[src/rtl/epf_pkg.sv]
package epf_pkg;

    // Bit positions of the select register fields (fixed by the register layout)
    localparam int SEL_CNT_BIT  = 15;
    localparam int SEL_RWND_BIT = 12;
    localparam int SEL_SWAP_BIT = 7;
    localparam int SEL_BYTE_BIT = 6;

    typedef struct packed {
        logic       rd_count;   // 1: count down on every data read
        logic       swap;       // 1: earlier byte in the upper lane
        logic       byte_mode;  // 1: 8-bit data access
        logic [3:0] ep;         // endpoint code
    } epf_cfg_t;

endpackage

[src/rtl/epf_sel_reg.sv]
module epf_sel_reg
    import epf_pkg::*;
(
    input  logic      clk,
    input  logic      rst_n,
    input  logic      we,
    input  epf_cfg_t  wr_cfg,
    output epf_cfg_t  cfg,
    output logic [15:0] rd_val
);

    typedef struct packed {
        epf_cfg_t cfg;
    } sel_st_t;

    sel_st_t st_d, st_q;

    always_comb begin
        st_d = st_q;
        if (we) begin
            st_d.cfg = wr_cfg;
        end
    end

    always_ff @(posedge clk or negedge rst_n) begin
        if (!rst_n) begin
            st_q <= '0;
        end else begin
            st_q <= st_d;
        end
    end

    assign cfg = st_q.cfg;

    // Reserved bits and the one-shot rewind bit read as zero
    always_comb begin
        rd_val               = '0;
        rd_val[SEL_CNT_BIT]  = st_q.cfg.rd_count;
        rd_val[SEL_SWAP_BIT] = st_q.cfg.swap;
        rd_val[SEL_BYTE_BIT] = st_q.cfg.byte_mode;
        rd_val[3:0]          = st_q.cfg.ep;
    end

endmodule

[src/rtl/epf_lane.sv]
module epf_lane (
    input  logic        wide,
    input  logic        swap,
    input  logic        have2,
    input  logic [7:0]  rb0,
    input  logic [7:0]  rb1,
    input  logic [15:0] wdata,
    output logic [15:0] rdata,
    output logic [7:0]  wb0,
    output logic [7:0]  wb1
);

    // Read steering: rb0 is the earlier byte in the buffer
    always_comb begin
        if (!wide) begin
            rdata = {8'h00, rb0};
        end else if (have2) begin
            rdata = swap ? {rb0, rb1} : {rb1, rb0};
        end else begin
            rdata = swap ? {rb0, 8'h00} : {8'h00, rb0};
        end
    end

    // Write steering: wb0 is stored first
    always_comb begin
        if (wide && swap) begin
            wb0 = wdata[15:8];
            wb1 = wdata[7:0];
        end else begin
            wb0 = wdata[7:0];
            wb1 = wdata[15:8];
        end
    end

endmodule

[src/rtl/epf_cpu_port.sv]
module epf_cpu_port
    import epf_pkg::*;
#(
    parameter int                NUM_EP    = 6,
    parameter int                BUF_BYTES = 16,      // power of two, at least 2
    parameter logic [7:0]        SEL_ADDR  = 8'h40,
    parameter logic [7:0]        DATA_ADDR = 8'h42,
    parameter logic [NUM_EP-1:0] EP_IS_IN  = 6'b101010 // bit n-1 set: endpoint n transmits
) (
    input  logic                           clk,
    input  logic                           rst_n,
    input  logic [7:0]                     cpu_addr,
    input  logic                           cpu_rd,
    input  logic                           cpu_wr,
    input  logic [15:0]                    cpu_wdata,
    output logic [15:0]                    cpu_rdata,
    input  logic                           force_byte,
    input  logic                           fill_valid,
    input  logic [3:0]                     fill_ep,
    input  logic [7:0]                     fill_byte,
    input  logic [3:0]                     drain_ep,
    input  logic [$clog2(BUF_BYTES)-1:0]   drain_idx,
    output logic [7:0]                     drain_byte,
    output logic [$clog2(BUF_BYTES+1)-1:0] rem_len,
    output logic [NUM_EP-1:0]              ovf
);

    localparam int IW  = $clog2(BUF_BYTES);
    localparam int CW  = $clog2(BUF_BYTES + 1);
    localparam int IXW = (NUM_EP > 1) ? $clog2(NUM_EP) : 1;
    localparam logic [CW-1:0] CAP = CW'(BUF_BYTES);
    localparam logic [CW-1:0] ONE = CW'(1);
    localparam logic [CW-1:0] TWO = CW'(2);

    typedef struct packed {
        logic [CW-1:0] cnt;   // bytes stored (OUT)
        logic [CW-1:0] rptr;  // next byte to read (OUT)
        logic [CW-1:0] wptr;  // next byte to write (IN)
        logic [CW-1:0] len;   // remaining-length count
        logic          ovf;   // sticky overflow (IN)
    } ep_st_t;

    ep_st_t     ep_d  [NUM_EP];
    ep_st_t     ep_q  [NUM_EP];
    logic [7:0] mem_d [NUM_EP][BUF_BYTES];
    logic [7:0] mem_q [NUM_EP][BUF_BYTES];

    function automatic logic code_ok(input logic [3:0] code);
        return (code != 4'd0) && (int'(code) <= NUM_EP);
    endfunction

    function automatic logic [IXW-1:0] code_idx(input logic [3:0] code);
        return code_ok(code) ? IXW'(code - 4'd1) : '0;
    endfunction

    // ---------------- select register ----------------
    epf_cfg_t    cfg;
    epf_cfg_t    wr_cfg;
    logic [15:0] sel_rd;
    logic        sel_we;
    logic        rewind;

    assign sel_we = cpu_wr && (cpu_addr == SEL_ADDR);
    assign rewind = sel_we && cpu_wdata[SEL_RWND_BIT];

    always_comb begin
        wr_cfg.rd_count  = cpu_wdata[SEL_CNT_BIT];
        wr_cfg.swap      = cpu_wdata[SEL_SWAP_BIT];
        wr_cfg.byte_mode = cpu_wdata[SEL_BYTE_BIT];
        wr_cfg.ep        = cpu_wdata[3:0];
    end

    epf_sel_reg u_sel (
        .clk    (clk),
        .rst_n  (rst_n),
        .we     (sel_we),
        .wr_cfg (wr_cfg),
        .cfg    (cfg),
        .rd_val (sel_rd)
    );

    // ---------------- selected endpoint view ----------------
    logic           s_ok;
    logic [IXW-1:0] sidx;
    logic           s_in;
    ep_st_t         cur;
    logic [CW-1:0]  avail;
    logic           wide;
    logic           have2;
    logic [7:0]     rb0, rb1;
    logic [15:0]    lane_rdata;
    logic [7:0]     wb0, wb1;
    logic           data_rd, data_wr;

    assign s_ok  = code_ok(cfg.ep);
    assign sidx  = code_idx(cfg.ep);
    assign s_in  = EP_IS_IN[sidx];
    assign cur   = ep_q[sidx];
    assign avail = cur.cnt - cur.rptr;
    assign wide  = !(cfg.byte_mode || force_byte);
    assign have2 = wide && (avail >= TWO);
    assign rb0   = (avail != '0) ? mem_q[sidx][cur.rptr[IW-1:0]] : 8'h00;
    assign rb1   = have2 ? mem_q[sidx][IW'(cur.rptr + ONE)] : 8'h00;

    assign data_rd = cpu_rd && (cpu_addr == DATA_ADDR) && s_ok && !s_in;
    assign data_wr = cpu_wr && (cpu_addr == DATA_ADDR) && s_ok && s_in;

    epf_lane u_lane (
        .wide  (wide),
        .swap  (cfg.swap),
        .have2 (have2),
        .rb0   (rb0),
        .rb1   (rb1),
        .wdata (cpu_wdata),
        .rdata (lane_rdata),
        .wb0   (wb0),
        .wb1   (wb1)
    );

    always_comb begin
        if (cpu_addr == SEL_ADDR) begin
            cpu_rdata = sel_rd;
        end else if ((cpu_addr == DATA_ADDR) && s_ok && !s_in) begin
            cpu_rdata = lane_rdata;
        end else begin
            cpu_rdata = '0;
        end
    end

    assign rem_len    = s_ok ? cur.len : '0;
    assign drain_byte = code_ok(drain_ep) ? mem_q[code_idx(drain_ep)][drain_idx] : 8'h00;

    for (genvar g = 0; g < NUM_EP; g++) begin : g_ovf
        assign ovf[g] = ep_q[g].ovf;
    end

    // ---------------- next state ----------------
    always_comb begin
        logic [CW-1:0]  step;
        logic [CW-1:0]  nxt;
        logic [CW-1:0]  wp;
        logic           ov;
        logic [IXW-1:0] ridx;
        logic [IXW-1:0] fidx;

        ep_d  = ep_q;
        mem_d = mem_q;
        step  = wide ? TWO : ONE;
        ridx  = code_idx(cpu_wdata[3:0]);
        fidx  = code_idx(fill_ep);
        nxt   = cur.rptr;
        wp    = cur.wptr;
        ov    = cur.ovf;

        // OUT read: advance pointer, update count per mode
        if (data_rd && (avail != '0)) begin
            nxt = cur.rptr + (have2 ? TWO : ONE);
            ep_d[sidx].rptr = nxt;
            if (nxt == cur.cnt) begin
                ep_d[sidx].len = '0;
            end else if (cfg.rd_count) begin
                ep_d[sidx].len = (cur.len > step) ? (cur.len - step) : '0;
            end
        end

        // IN write: store up to two bytes, drop beyond capacity
        if (data_wr) begin
            if (wp < CAP) begin
                mem_d[sidx][wp[IW-1:0]] = wb0;
                wp = wp + ONE;
            end else begin
                ov = 1'b1;
            end
            if (wide) begin
                if (wp < CAP) begin
                    mem_d[sidx][wp[IW-1:0]] = wb1;
                    wp = wp + ONE;
                end else begin
                    ov = 1'b1;
                end
            end
            ep_d[sidx].wptr = wp;
            ep_d[sidx].len  = wp;
            ep_d[sidx].ovf  = ov;
        end

        // Rewind acts on the endpoint named in the same write
        if (rewind && code_ok(cpu_wdata[3:0])) begin
            if (EP_IS_IN[ridx]) begin
                ep_d[ridx].wptr = '0;
                ep_d[ridx].len  = '0;
            end else begin
                ep_d[ridx].rptr = '0;
                ep_d[ridx].len  = ep_d[ridx].cnt;
            end
        end

        // Test-side fill of OUT buffers
        if (fill_valid && code_ok(fill_ep) && !EP_IS_IN[fidx] && (ep_d[fidx].cnt < CAP)) begin
            mem_d[fidx][ep_d[fidx].cnt[IW-1:0]] = fill_byte;
            ep_d[fidx].cnt = ep_d[fidx].cnt + ONE;
            ep_d[fidx].len = ep_d[fidx].len + ONE;
        end
    end

    always_ff @(posedge clk or negedge rst_n) begin
        if (!rst_n) begin
            for (int i = 0; i < NUM_EP; i++) begin
                ep_q[i] <= '0;
            end
        end else begin
            ep_q <= ep_d;
        end
    end

    always_ff @(posedge clk) begin
        mem_q <= mem_d;
    end

endmodule

[config.mk]
export PLATFORM = sky130hd
export DESIGN_NAME = epf_cpu_port
export DESIGN_NICKNAME = d
export VERILOG_FILES = /design/src/rtl/epf_pkg.sv /design/src/rtl/epf_sel_reg.sv /design/src/rtl/epf_lane.sv /design/src/rtl/epf_cpu_port.sv
export SDC_FILE = /design/constraint.sdc
export NUM_CORES = 2
export LEC_CHECK = 0
export ABC_CLOCK_PERIOD_IN_PS = 26100
export BUFFER_PORTS_ARGS = -buffer_cell sky130_fd_sc_hd__buf_2
export CAP_MARGIN = 10
export CORE_MARGIN = 5
export CORE_UTILIZATION = 45
export CTS_BUF_LIST = sky130_fd_sc_hd__clkbuf_8
export DETAILED_ROUTE_END_ITERATION = 6
export PLACE_DENSITY = 0.7
export SYNTH_ARGS = -nofsm -noshare
export SYNTH_HDL_FRONTEND = slang
export SYNTH_SLANG_ARGS = --single-unit
[constraint.sdc]
create_clock -name clk -period 26.1 [get_ports clk]
set_input_delay 1.305 -clock clk [delete_from_list [all_inputs] [get_ports clk]]
set_output_delay 1.305 -clock clk [all_outputs]
set_load 0.02 [all_outputs]
==> flow_summary.ini <==
[clock_network]
clk_path_buf_depth = 3
htreeDepth = 4
cts_inserted_buffers = 160
clk-insertion-delay-late_ns = 0.91
cts_hold_buf = 0
cts_tree = done
post_cts_resized = 0
clk_pin_slew_worst_paths_ns = 0.06
root_buffer = clkbuf_8
cts.sink_count = 901
cts_setup_buffers = 0

[setup_path]
critPathKind = flop to flop
arrival_ns = 11.93
slowest_delay_ns = 0.96
startpoint_type = flop
cp.required_ns = 26.82
endpoint_kind = flop
cpMostUsedCell = ha_1
crit_slowest_cell = a22oi_1
cp_max_fo = 33

[placement]
place_congestion = 1.11
place_ws_ns = 15.23
portBuffers = 84
place_area_sq_um = 55000
hpwlAfterDp_um = 160000

[yosys]
synth_cell_types = 95
yosys-top-cells-area = dfxtp_1, mux2_2, mux2i_1, mux4_2, dfrtp_1
avgSynthCellArea_sq_um = 8.84
synth_cells = 6081
ys_seq_area_frac = 0.348
async_flop_share = 0.148
yosysTopAreaCellShare = 0.286
syn_nets = 6163
synth_common_cells = dfxtp_1, nor2_1, a21oi_1
yosysMostFrequentCell = dfxtp_1
synth_top_area_cell = dfxtp_1
ys.flop_type = dfxtp_1
synth_edf_count = 0
ys_seq_elements = 901
syn_area_sq_um = 53800
yosys_warnings = 0

[die]
num_rows = 126
die_x_um = 356
dieArea_sq_um = 126000
initial_core_util = 0.454
die_h_um = 356
ioPinCount = 85
coreArea_sq_um = 118000

[pwr]
p_per_area_nw_per_um2 = 72.2
p_total_uw = 4210
p_leak_uw = 0.0226
power_switching_uw = 1610
comb_power_share = 0.311
seqPwrFrac = 0.353
swShare = 0.383
cellInternalPower_uw = 2600
peakVddDrop_mv = 0.0536
clock_power_share = 0.336

[sta]
setup_tns_ns = 0
worst_slew_pin_slew_ns = 1.37
period_needed_ns = 11.21
rsz0062_at_grt = false
max_freq_ghz = 0.0892
fin_ws_ns = 14.89
hold_viol_final = 0
setup_viol = 0
skew_ns = 0.0700
fin_crit_sh = 0.429
worst_slew_margin_rel = 0.0876
slew_violations = 0

[hold_path]
hold_class = flop to flop

[run_status]
violations = DRC
status = finished with violations

[detailed_routing]
finalWirelength_um = 248000
route.vias.total = 54000
firstDrtPassIters = 7
vias_per_cell = 7.12
drt_iter0_drc = 8652
remaining_drc_errors = 53
antenna_left = 0
wire_per_inst_um = 32.7

[final_layout]
final_nets = 5929
fillers = 11100
syn2layout_area_growth_pct = 8.63
postLayoutCoreUtil = 0.493
drive_gt1_frac = 0.193
fin_area_sq_um = 58400

[global_routing]
grt_usage = 0.374
grt-ovfl-total = 0
grt_max_degree = 193
grt_pass1_vias = 49600
grt_pass1_wl_um = 351000
antenna_found_initial = 16

[flow_run]
drv_cap = 0
==> routing by layer <==
layer,vias up,part of all wire,global-route usage
met5,-,0.00087,0.0112
met4,10,0.088,0.258
met3,1180,0.16,0.158
met2,4545,0.39,0.505
met1,25900,0.36,0.479
li1,22300,-,-
==> placed cells by master (no fill, tap or decap), types with 27 or more instances in the layout <==
master / Yosys / final
buf_2: 35 / 81
a21oi_1: 562 / 560
mux2i_1: 390 / 388
o21ai_0: 297 / 297
a22oi_1: 108 / 108
nor2_1: 600 / 592
mux4_2: 169 / 169
inv_1: 34 / 83
nand2_1: 447 / 446
ha_1: 29 / 29
or3_1: 106 / 106
nand3_1: 150 / 150
nor3_1: 103 / 101
and3_1: 28 / 27
o211ai_1: 121 / 121
buf_4: 15 / 110
a31oi_1: 42 / 41
nand2b_1: 29 / 28
o22ai_1: 298 / 298
dfxtp_1: 768 / 768
o22a_1: 98 / 98
a211o_1: 28 / 28
clkbuf_8: 0 / 206
nand4_1: 33 / 33
dfrtp_1: 133 / 132
and2_1: 66 / 66
a211oi_1: 118 / 118
mux2_2: 452 / 464
==> through the flow <==
stage                     instances  hold slack (ns)
final                          7583            0.375
after global routing           7576            0.383
after CTS                      7575            0.377
after detailed placement       7285            0.364
after global placement         7285            0.361
after floorplan                6081            0.424
==> power by group through the flow <==
stage	combinational [uW]	sequential [uW]	clock, uW
global route	1320	1490	1480
global placement	1210	1510	0
finish	1310	1490	1420
floorplan	758	1490	0
detailed placement	1220	1510	0
CTS	1230	1490	1410
==> registers in the layout (all words and copies together), names as in the netlist <==
signal / count
ovf: 6
u_sel.cfg: 7
mem_q: 768
ep_q: 120
==> critical path, delay by kind of cell, from the launching register on <==
kind	cells	cell delay, ns
compound gates	11	4.48
simple gates	9	1.94
buf+inv	5	1.49
flops	1	0.77
fa+ha+maj	6	2.02
xor+xnor	1	0.28
==> final timing paths <==
path	startpoint	to	slack, ns	cells past startpoint
worst max-delay path	u_sel.cfg[0]	ep_q[26]	14.89	32
worst min-delay path	ep_q[112]	ep_q[112]	0.37	0
worst max register to register	u_sel.cfg[0]	ep_q[26]	14.89	32
worst min register to register	ep_q[112]	ep_q[112]	0.37	0
max in group asynchronous	rst_n	u_sel.cfg[0]	24.18	2
min in group asynchronous	rst_n	ep_q[6]	0.43	1
==> final cells by class <==
class / count / area, sq um / share of cell area
Timing Repair Buffer: 199 / 1370 / 0.0235
Tap cell: 1600 / 2000 / 0.0343
Clock inverter: 84 / 557 / 0.00953
Inverter: 40 / 151 / 0.00259
Clock buffer: 206 / 2840 / 0.0485
Multi-Input combinational cell: 4545 / 32800 / 0.561
Antenna cell: 8 / 20.0 / 0.000343
Sequential cell: 901 / 18700 / 0.320
==> logic make-up after synthesis <==
group	Yosys count	share of synthesized area
AOI/OAI and AO/OA	1834	0.215
and+or+nand+nor	1634	0.138
muxes	1027	0.241
DFF	901	0.348
buffers and inverters	635	0.0468
adders and majority gates	32	0.00787
xor gates and xnor gates	18	0.00319
(Power assumes the default switching activity.)
